## src/rtl/xbus_pkg.sv

```systemverilog
package xbus_pkg;

  typedef enum logic [1:0] {
    KIND_FETCH = 2'd0,
    KIND_TABLE = 2'd1,
    KIND_DREAD = 2'd2,
    KIND_DWRITE = 2'd3
  } reqKind_e;

  localparam int NUM_CMD = 3;
  localparam int CMD_CODE = 0;
  localparam int CMD_DREAD = 1;
  localparam int CMD_DWRITE = 2;

  typedef struct packed {
    logic loadReq;
    logic aleOn;
    logic addrDrive;
    logic dataPhase;
    logic cmdOn;
    logic capture;
    logic finish;
  } ctrlStrobe_t;

  function automatic int kindToCmd(input reqKind_e kind);
    case (kind)
      KIND_DREAD:  return CMD_DREAD;
      KIND_DWRITE: return CMD_DWRITE;
      default:     return CMD_CODE;
    endcase
  endfunction

endpackage

```

## src/rtl/xbus_ctrl.sv

```systemverilog
module xbus_ctrl
  import xbus_pkg::*;
#(
  parameter int ALE_CYCLES = 1,
  parameter int STROBE_CYCLES = 2
) (
  input  logic        clk,
  input  logic        rstN,
  input  logic        reqValid,
  output ctrlStrobe_t ctrl,
  output logic        busy
);

  localparam int CNT_MAX = (ALE_CYCLES > STROBE_CYCLES) ? ALE_CYCLES : STROBE_CYCLES;
  localparam int CNT_W = (CNT_MAX > 1) ? $clog2(CNT_MAX) : 1;
  localparam logic [CNT_W-1:0] ALE_LAST = CNT_W'(ALE_CYCLES - 1);
  localparam logic [CNT_W-1:0] STRB_LAST = CNT_W'(STROBE_CYCLES - 1);

  typedef enum logic [2:0] {
    ST_IDLE, ST_ADDR, ST_HOLD, ST_SETUP, ST_STRB, ST_FIN
  } state_e;

  state_e stateQ, stateD;
  logic [CNT_W-1:0] cntQ, cntD;

  always_comb begin
    stateD = stateQ;
    cntD = cntQ;
    case (stateQ)
      ST_IDLE: if (reqValid) begin
        stateD = ST_ADDR;
        cntD = '0;
      end
      ST_ADDR: if (cntQ == ALE_LAST) begin
        stateD = ST_HOLD;
        cntD = '0;
      end else begin
        cntD = cntQ + 1'b1;
      end
      ST_HOLD:  stateD = ST_SETUP;
      ST_SETUP: begin
        stateD = ST_STRB;
        cntD = '0;
      end
      ST_STRB: if (cntQ == STRB_LAST) begin
        stateD = ST_FIN;
        cntD = '0;
      end else begin
        cntD = cntQ + 1'b1;
      end
      ST_FIN:  stateD = ST_IDLE;
      default: stateD = ST_IDLE;
    endcase
  end

  always_ff @(posedge clk or negedge rstN) begin
    if (!rstN) begin
      stateQ <= ST_IDLE;
      cntQ <= '0;
    end else begin
      stateQ <= stateD;
      cntQ <= cntD;
    end
  end

  always_comb begin
    ctrl.loadReq = (stateQ == ST_IDLE) && reqValid;
    ctrl.aleOn = (stateQ == ST_ADDR);
    ctrl.addrDrive = (stateQ == ST_ADDR) || (stateQ == ST_HOLD);
    ctrl.dataPhase = (stateQ == ST_SETUP) || (stateQ == ST_STRB) || (stateQ == ST_FIN);
    ctrl.cmdOn = (stateQ == ST_STRB);
    ctrl.capture = (stateQ == ST_STRB) && (cntQ == STRB_LAST);
    ctrl.finish = (stateQ == ST_FIN);
  end

  assign busy = (stateQ != ST_IDLE);

  AST_ACCEPT_BUSY: assert property (@(posedge clk) disable iff (!rstN)
    ctrl.loadReq |=> busy);
  AST_DONE_SINGLE: assert property (@(posedge clk) disable iff (!rstN)
    ctrl.finish |=> !ctrl.finish && !busy);

endmodule

```

## src/rtl/xbus_datapath.sv

```systemverilog
module xbus_datapath
  import xbus_pkg::*;
#(
  parameter int ADDR_W = 16,
  parameter int DATA_W = 8
) (
  input  logic                     clk,
  input  logic                     rstN,
  input  ctrlStrobe_t              ctrl,
  input  logic [1:0]               reqKind,
  input  logic [ADDR_W-1:0]        reqAddr,
  input  logic [DATA_W-1:0]        reqWrData,
  input  logic [DATA_W-1:0]        adLoIn,
  output logic [DATA_W-1:0]        adLoOut,
  output logic                     adLoOe,
  output logic [ADDR_W-DATA_W-1:0] addrHi,
  output logic                     ale,
  output logic                     codeRdN,
  output logic                     dataRdN,
  output logic                     dataWrN,
  output logic                     done,
  output logic                     rdValid,
  output logic [DATA_W-1:0]        rdData
);

  reqKind_e          kindQ;
  logic [ADDR_W-1:0] addrQ;
  logic [DATA_W-1:0] wrDataQ;
  logic [DATA_W-1:0] rdDataQ;
  logic [NUM_CMD-1:0] cmdN;
  logic isWrite;

  always_ff @(posedge clk or negedge rstN) begin
    if (!rstN) begin
      kindQ <= KIND_FETCH;
      addrQ <= '0;
      wrDataQ <= '0;
    end else if (ctrl.loadReq) begin
      kindQ <= reqKind_e'(reqKind);
      addrQ <= reqAddr;
      wrDataQ <= reqWrData;
    end
  end

  assign isWrite = (kindQ == KIND_DWRITE);

  always_ff @(posedge clk or negedge rstN) begin
    if (!rstN) begin
      rdDataQ <= '0;
    end else if (ctrl.capture && !isWrite) begin
      rdDataQ <= adLoIn;
    end
  end

  for (genvar g = 0; g < NUM_CMD; g++) begin : g_cmd
    assign cmdN[g] = !(ctrl.cmdOn && (kindToCmd(kindQ) == g));
  end

  assign codeRdN = cmdN[CMD_CODE];
  assign dataRdN = cmdN[CMD_DREAD];
  assign dataWrN = cmdN[CMD_DWRITE];

  assign ale = ctrl.aleOn;
  assign addrHi = addrQ[ADDR_W-1:DATA_W];
  assign adLoOe = ctrl.addrDrive || (ctrl.dataPhase && isWrite);
  assign adLoOut = ctrl.addrDrive ? addrQ[DATA_W-1:0] : wrDataQ;
  assign done = ctrl.finish;
  assign rdValid = ctrl.finish && !isWrite;
  assign rdData = rdDataQ;

  AST_ONE_STROBE: assert property (@(posedge clk) disable iff (!rstN)
    $countones(~cmdN) <= 1);
  AST_ALE_QUIET: assert property (@(posedge clk) disable iff (!rstN)
    ale |-> (codeRdN && dataRdN && dataWrN));
  AST_READ_RELEASED: assert property (@(posedge clk) disable iff (!rstN)
    (!codeRdN || !dataRdN) |-> !adLoOe);
  AST_WRITE_DRIVEN: assert property (@(posedge clk) disable iff (!rstN)
    !dataWrN |-> adLoOe);
  AST_RDV_WITH_DONE: assert property (@(posedge clk) disable iff (!rstN)
    rdValid |-> done);

endmodule

```

## src/rtl/xbus_cycle_gen.sv

```systemverilog
module xbus_cycle_gen
  import xbus_pkg::*;
#(
  parameter int ALE_CYCLES = 1,
  parameter int STROBE_CYCLES = 2
) (
  input  logic        clk,
  input  logic        rstN,
  input  logic        reqValid,
  input  logic [1:0]  reqKind,
  input  logic [15:0] reqAddr,
  input  logic [7:0]  reqWrData,
  output logic        busy,
  output logic        done,
  output logic        rdValid,
  output logic [7:0]  rdData,
  output logic [7:0]  adLoOut,
  output logic        adLoOe,
  input  logic [7:0]  adLoIn,
  output logic [7:0]  addrHi,
  output logic        ale,
  output logic        codeRdN,
  output logic        dataRdN,
  output logic        dataWrN
);

  ctrlStrobe_t ctrl;

  xbus_ctrl #(
    .ALE_CYCLES(ALE_CYCLES),
    .STROBE_CYCLES(STROBE_CYCLES)
  ) u_ctrl (
    .clk(clk),
    .rstN(rstN),
    .reqValid(reqValid),
    .ctrl(ctrl),
    .busy(busy)
  );

  xbus_datapath #(
    .ADDR_W(16),
    .DATA_W(8)
  ) u_dp (
    .clk(clk),
    .rstN(rstN),
    .ctrl(ctrl),
    .reqKind(reqKind),
    .reqAddr(reqAddr),
    .reqWrData(reqWrData),
    .adLoIn(adLoIn),
    .adLoOut(adLoOut),
    .adLoOe(adLoOe),
    .addrHi(addrHi),
    .ale(ale),
    .codeRdN(codeRdN),
    .dataRdN(dataRdN),
    .dataWrN(dataWrN),
    .done(done),
    .rdValid(rdValid),
    .rdData(rdData)
  );

endmodule

```

## config.mk

```make
export PLATFORM = sky130hd
export DESIGN_NAME = xbus_cycle_gen
export DESIGN_NICKNAME = d
export VERILOG_FILES = /design/src/rtl/xbus_pkg.sv /design/src/rtl/xbus_ctrl.sv /design/src/rtl/xbus_datapath.sv /design/src/rtl/xbus_cycle_gen.sv
export SDC_FILE = /design/constraint.sdc
export NUM_CORES = 1
export LEC_CHECK = 0
export ABC_AREA = 1
export CAP_MARGIN = 40
export CORE_UTILIZATION = 44
export DETAILED_ROUTE_END_ITERATION = 16
export GPL_ROUTABILITY_DRIVEN = 0
export MAX_ROUTING_LAYER = met4
export PLACE_DENSITY = 0.86
export REMOVE_ABC_BUFFERS = 1
export SLEW_MARGIN = 20
export SYNTH_ARGS = -nofsm -noshare
export SYNTH_HDL_FRONTEND = slang
export SYNTH_SLANG_ARGS = --single-unit
```

## constraint.sdc

```tcl
create_clock -name clk -period 1.95 [get_ports clk]
set_input_delay 0.4875 -clock clk [delete_from_list [all_inputs] [get_ports clk]]
set_output_delay 0.4875 -clock clk [all_outputs]
set_load 0.02 [all_outputs]
```

==> flow_summary.json <==
{
  "status": "finished clean",
  "clockRootBuffer": "clkbuf_8",
  "core_region_area_mm2": 0.00400,
  "whs_ns": 0.165,
  "vias": 1730,
  "row_count": 23,
  "yosysUniqueCellTypes": 20,
  "dp_hpwl_um": 3120,
  "synth_seq_cells": 38,
  "drcViolationCount": 0,
  "cts_hold_repair.buffers": 0,
  "cts-htree-levels": 2,
  "synth-edff-count": 0,
  "clock_skew_ns": 0.00360,
  "cts.sinks": 38,
  "max_freq_ghz": 0.525,
  "grt_start_max_net_pins": 28,
  "ys_seq_area_share_pct": 52.0,
  "die_area_mm2": 0.00442,
  "crit_fanout": 4,
  "cts_max_path_buffers": 2,
  "clk_latency_ns": 0.29,
  "finalPower_mw": 4.47,
  "syn_avg_cell_area_um2": 8.20,
  "maxCapViolations": 0,
  "path_class": "reg2out",
  "die_x_um": 66.5,
  "slew_violations": 0,
  "netlist_area_mm2": 0.00183,
  "ys_async_sr_fraction_pct": 100,
  "drtIter0Drc": 126,
  "hold_class": "in2async",
  "drt-vias-per-instance": 4.96,
  "grt_pass1_vias": 1565,
  "gr-total-overflow": 0,
  "period_minus_slack_ns": 1.90,
  "syn2layout_area_growth_pct": 44.8,
  "setup_slack_ns": 0.0458,
  "cts_buffers": 5,
  "antenna_left": 0,
  "synth_common_cells": "nand2_1, dfrtp_1, nand3_1, o21ai_0, inv_1",
  "seq_power_share_pct": 31.1,
  "fin_crit_sh_pct": 97.7,
  "nets": 336,
  "vdd_ir_drop_max_uv": 807,
  "powerDensity_mw_per_mm2": 1690,
  "post-place-ws_ns": -0.117,
  "max_slew_margin_pct": 65.8,
  "yosys.area.top_type": "dfrtp_1",
  "synth_most_common_cell": "nand2_1",
  "antenna_found_initial": 0,
  "cp.arrival_ns": 1.42,
  "fp.dieH_um": 66.5,
  "leakage_nw": 1.35,
  "p_int_mw": 2.60,
  "io_buffers": 68,
  "initial_core_util_pct": 45.7,
  "clk_pin_slew_ns": 0.07,
  "tritoncts": "done",
  "startpoint_type": "register",
  "crit_path_end_kind": "primary output",
  "worst-endpoint-required_ns": 1.46,
  "power_frac_comb_pct": 54.0,
  "drtPass1Iterations": 6,
  "antenna_cells": 0,
  "drt-wirelength-per-cell_um": 12.4,
  "power_switching_mw": 1.87,
  "yosys-top-cells-area": "dfrtp_1, nand2_1, nand3_1",
  "grt_pass1_wl_um": 6920,
  "grt_usage_pct": 21.6,
  "yosysTopAreaCellShare_pct": 52.0,
  "num_io_pins": 69,
  "drive_above_1_share_pct": 17.1,
  "finalSetupViolations": 0,
  "synthFlopType": "dfrtp_1",
  "routed_wirelength_um": 4320,
  "final_hold_viol_count": 0,
  "yosysWarnings": 0,
  "synth_cells": 223,
  "p_clk_share_pct": 14.8,
  "tightest_slew_ns": 0.511,
  "rsz0062_at_grt": "true",
  "power_switching_share_pct": 41.8
}
[final cells by class]
cell class / instances / area [um2]
Fill cell: 334 / 1350
Sequential cell: 38 / 952
Inverter: 17 / 63.8
Clock buffer: 6 / 82.6
Tap cell: 50 / 62.6
Timing Repair Buffer: 86 / 749
Multi-Input combinational cell: 151 / 708
Clock inverter: 1 / 30.0
[worst max-delay path, stage by stage (launching register included)]
cell and delay [ns]:
dfrtp_1 0.43, nor2_4 0.14, nand2_1 0.11, or2_2 0.29, buf_2 0.16
[cell usage in the layout (no fill, tap or decap), drive strengths merged]
cell,count
nand3,34
inv,17
nor3,1
dlygate4sd2,2
a21oi,2
clkdlybuf4s50,51
nand3b,1
dfrtp,38
nand4,1
or2,1
bufinv,1
nor2,6
o21ai,19
nand2,86
buf,31
clkbuf,8
[path summary, 6_finish.rpt]
path                                  start          endpoint  slack (ns)  depth (start not counted)
hold reg to reg              u_dp.addrQ[10]    u_dp.addrQ[10]        0.48                          2
setup / recovery           u_ctrl.stateQ[0]           codeRdN        0.05                          4
max in group asynchronous              rstN  u_ctrl.stateQ[1]        1.17                          2
min in group clk             u_dp.addrQ[10]    u_dp.addrQ[10]        0.48                          2
setup reg to reg           u_ctrl.stateQ[0]     u_dp.addrQ[2]        0.23                          8
hold / removal                         rstN     u_dp.addrQ[6]        0.16                          1
[flip-flops by register name, indices dropped and copies added, names as in the netlist]
| register | cells |
|---|---|
| u_dp.rdData | 8 |
| u_ctrl.cntQ | 1 |
| u_dp.kindQ | 2 |
| u_dp.addrQ | 16 |
| u_dp.wrDataQ | 8 |
| u_ctrl.stateQ | 3 |
[timing repair]
action | CTS | global route
cloned | 1 | 0
setup endpoints to repair | 16 | 8
pin swaps | 2 | 5
resized for setup | 64 | 12
buffers inserted | 2 | 1
[power by group through the flow]
stage,clock network [mW],logic (mW),registers [mW]
after floorplan,0,1.06,1.58
after global placement,0,2.39,1.37
after detailed placement,0,2.45,1.39
after CTS,0.680,2.39,1.38
after global routing,0.722,2.65,1.43
final,0.663,2.41,1.39
[metal layers]
layer / track usage [%] / vias up / share of wire, %
met3: 3.94 / 8 / 4.5
met1: 25.7 / 817 / 43
met2: 36.2 / 56 / 51
met4: 8.51 / 0 / 1.6
li1: - / 849 / -
met5: - / - / 0
[cells by family after synthesis]
family | Yosys count | share of synthesized area [%]
flops | 38 | 52.0
simple gates | 129 | 31.7
buf+inv | 35 | 10.6
compound gates | 21 | 5.75
[per-stage QoR]
stage               util (%)  std cells  instance area [um2]  TNS [ns]
detailed placement      63.7        338                 2550    -0.876
floorplan                  -        205                 1700         0
global placement        63.7        338                 2550    -0.558
finish                  66.2        349                 2650         0
CTS                     66.2        348                 2650   -0.0723
global route            66.2        349                 2650   -0.0276
No activity file was read; power rests on OpenSTA's default activity.
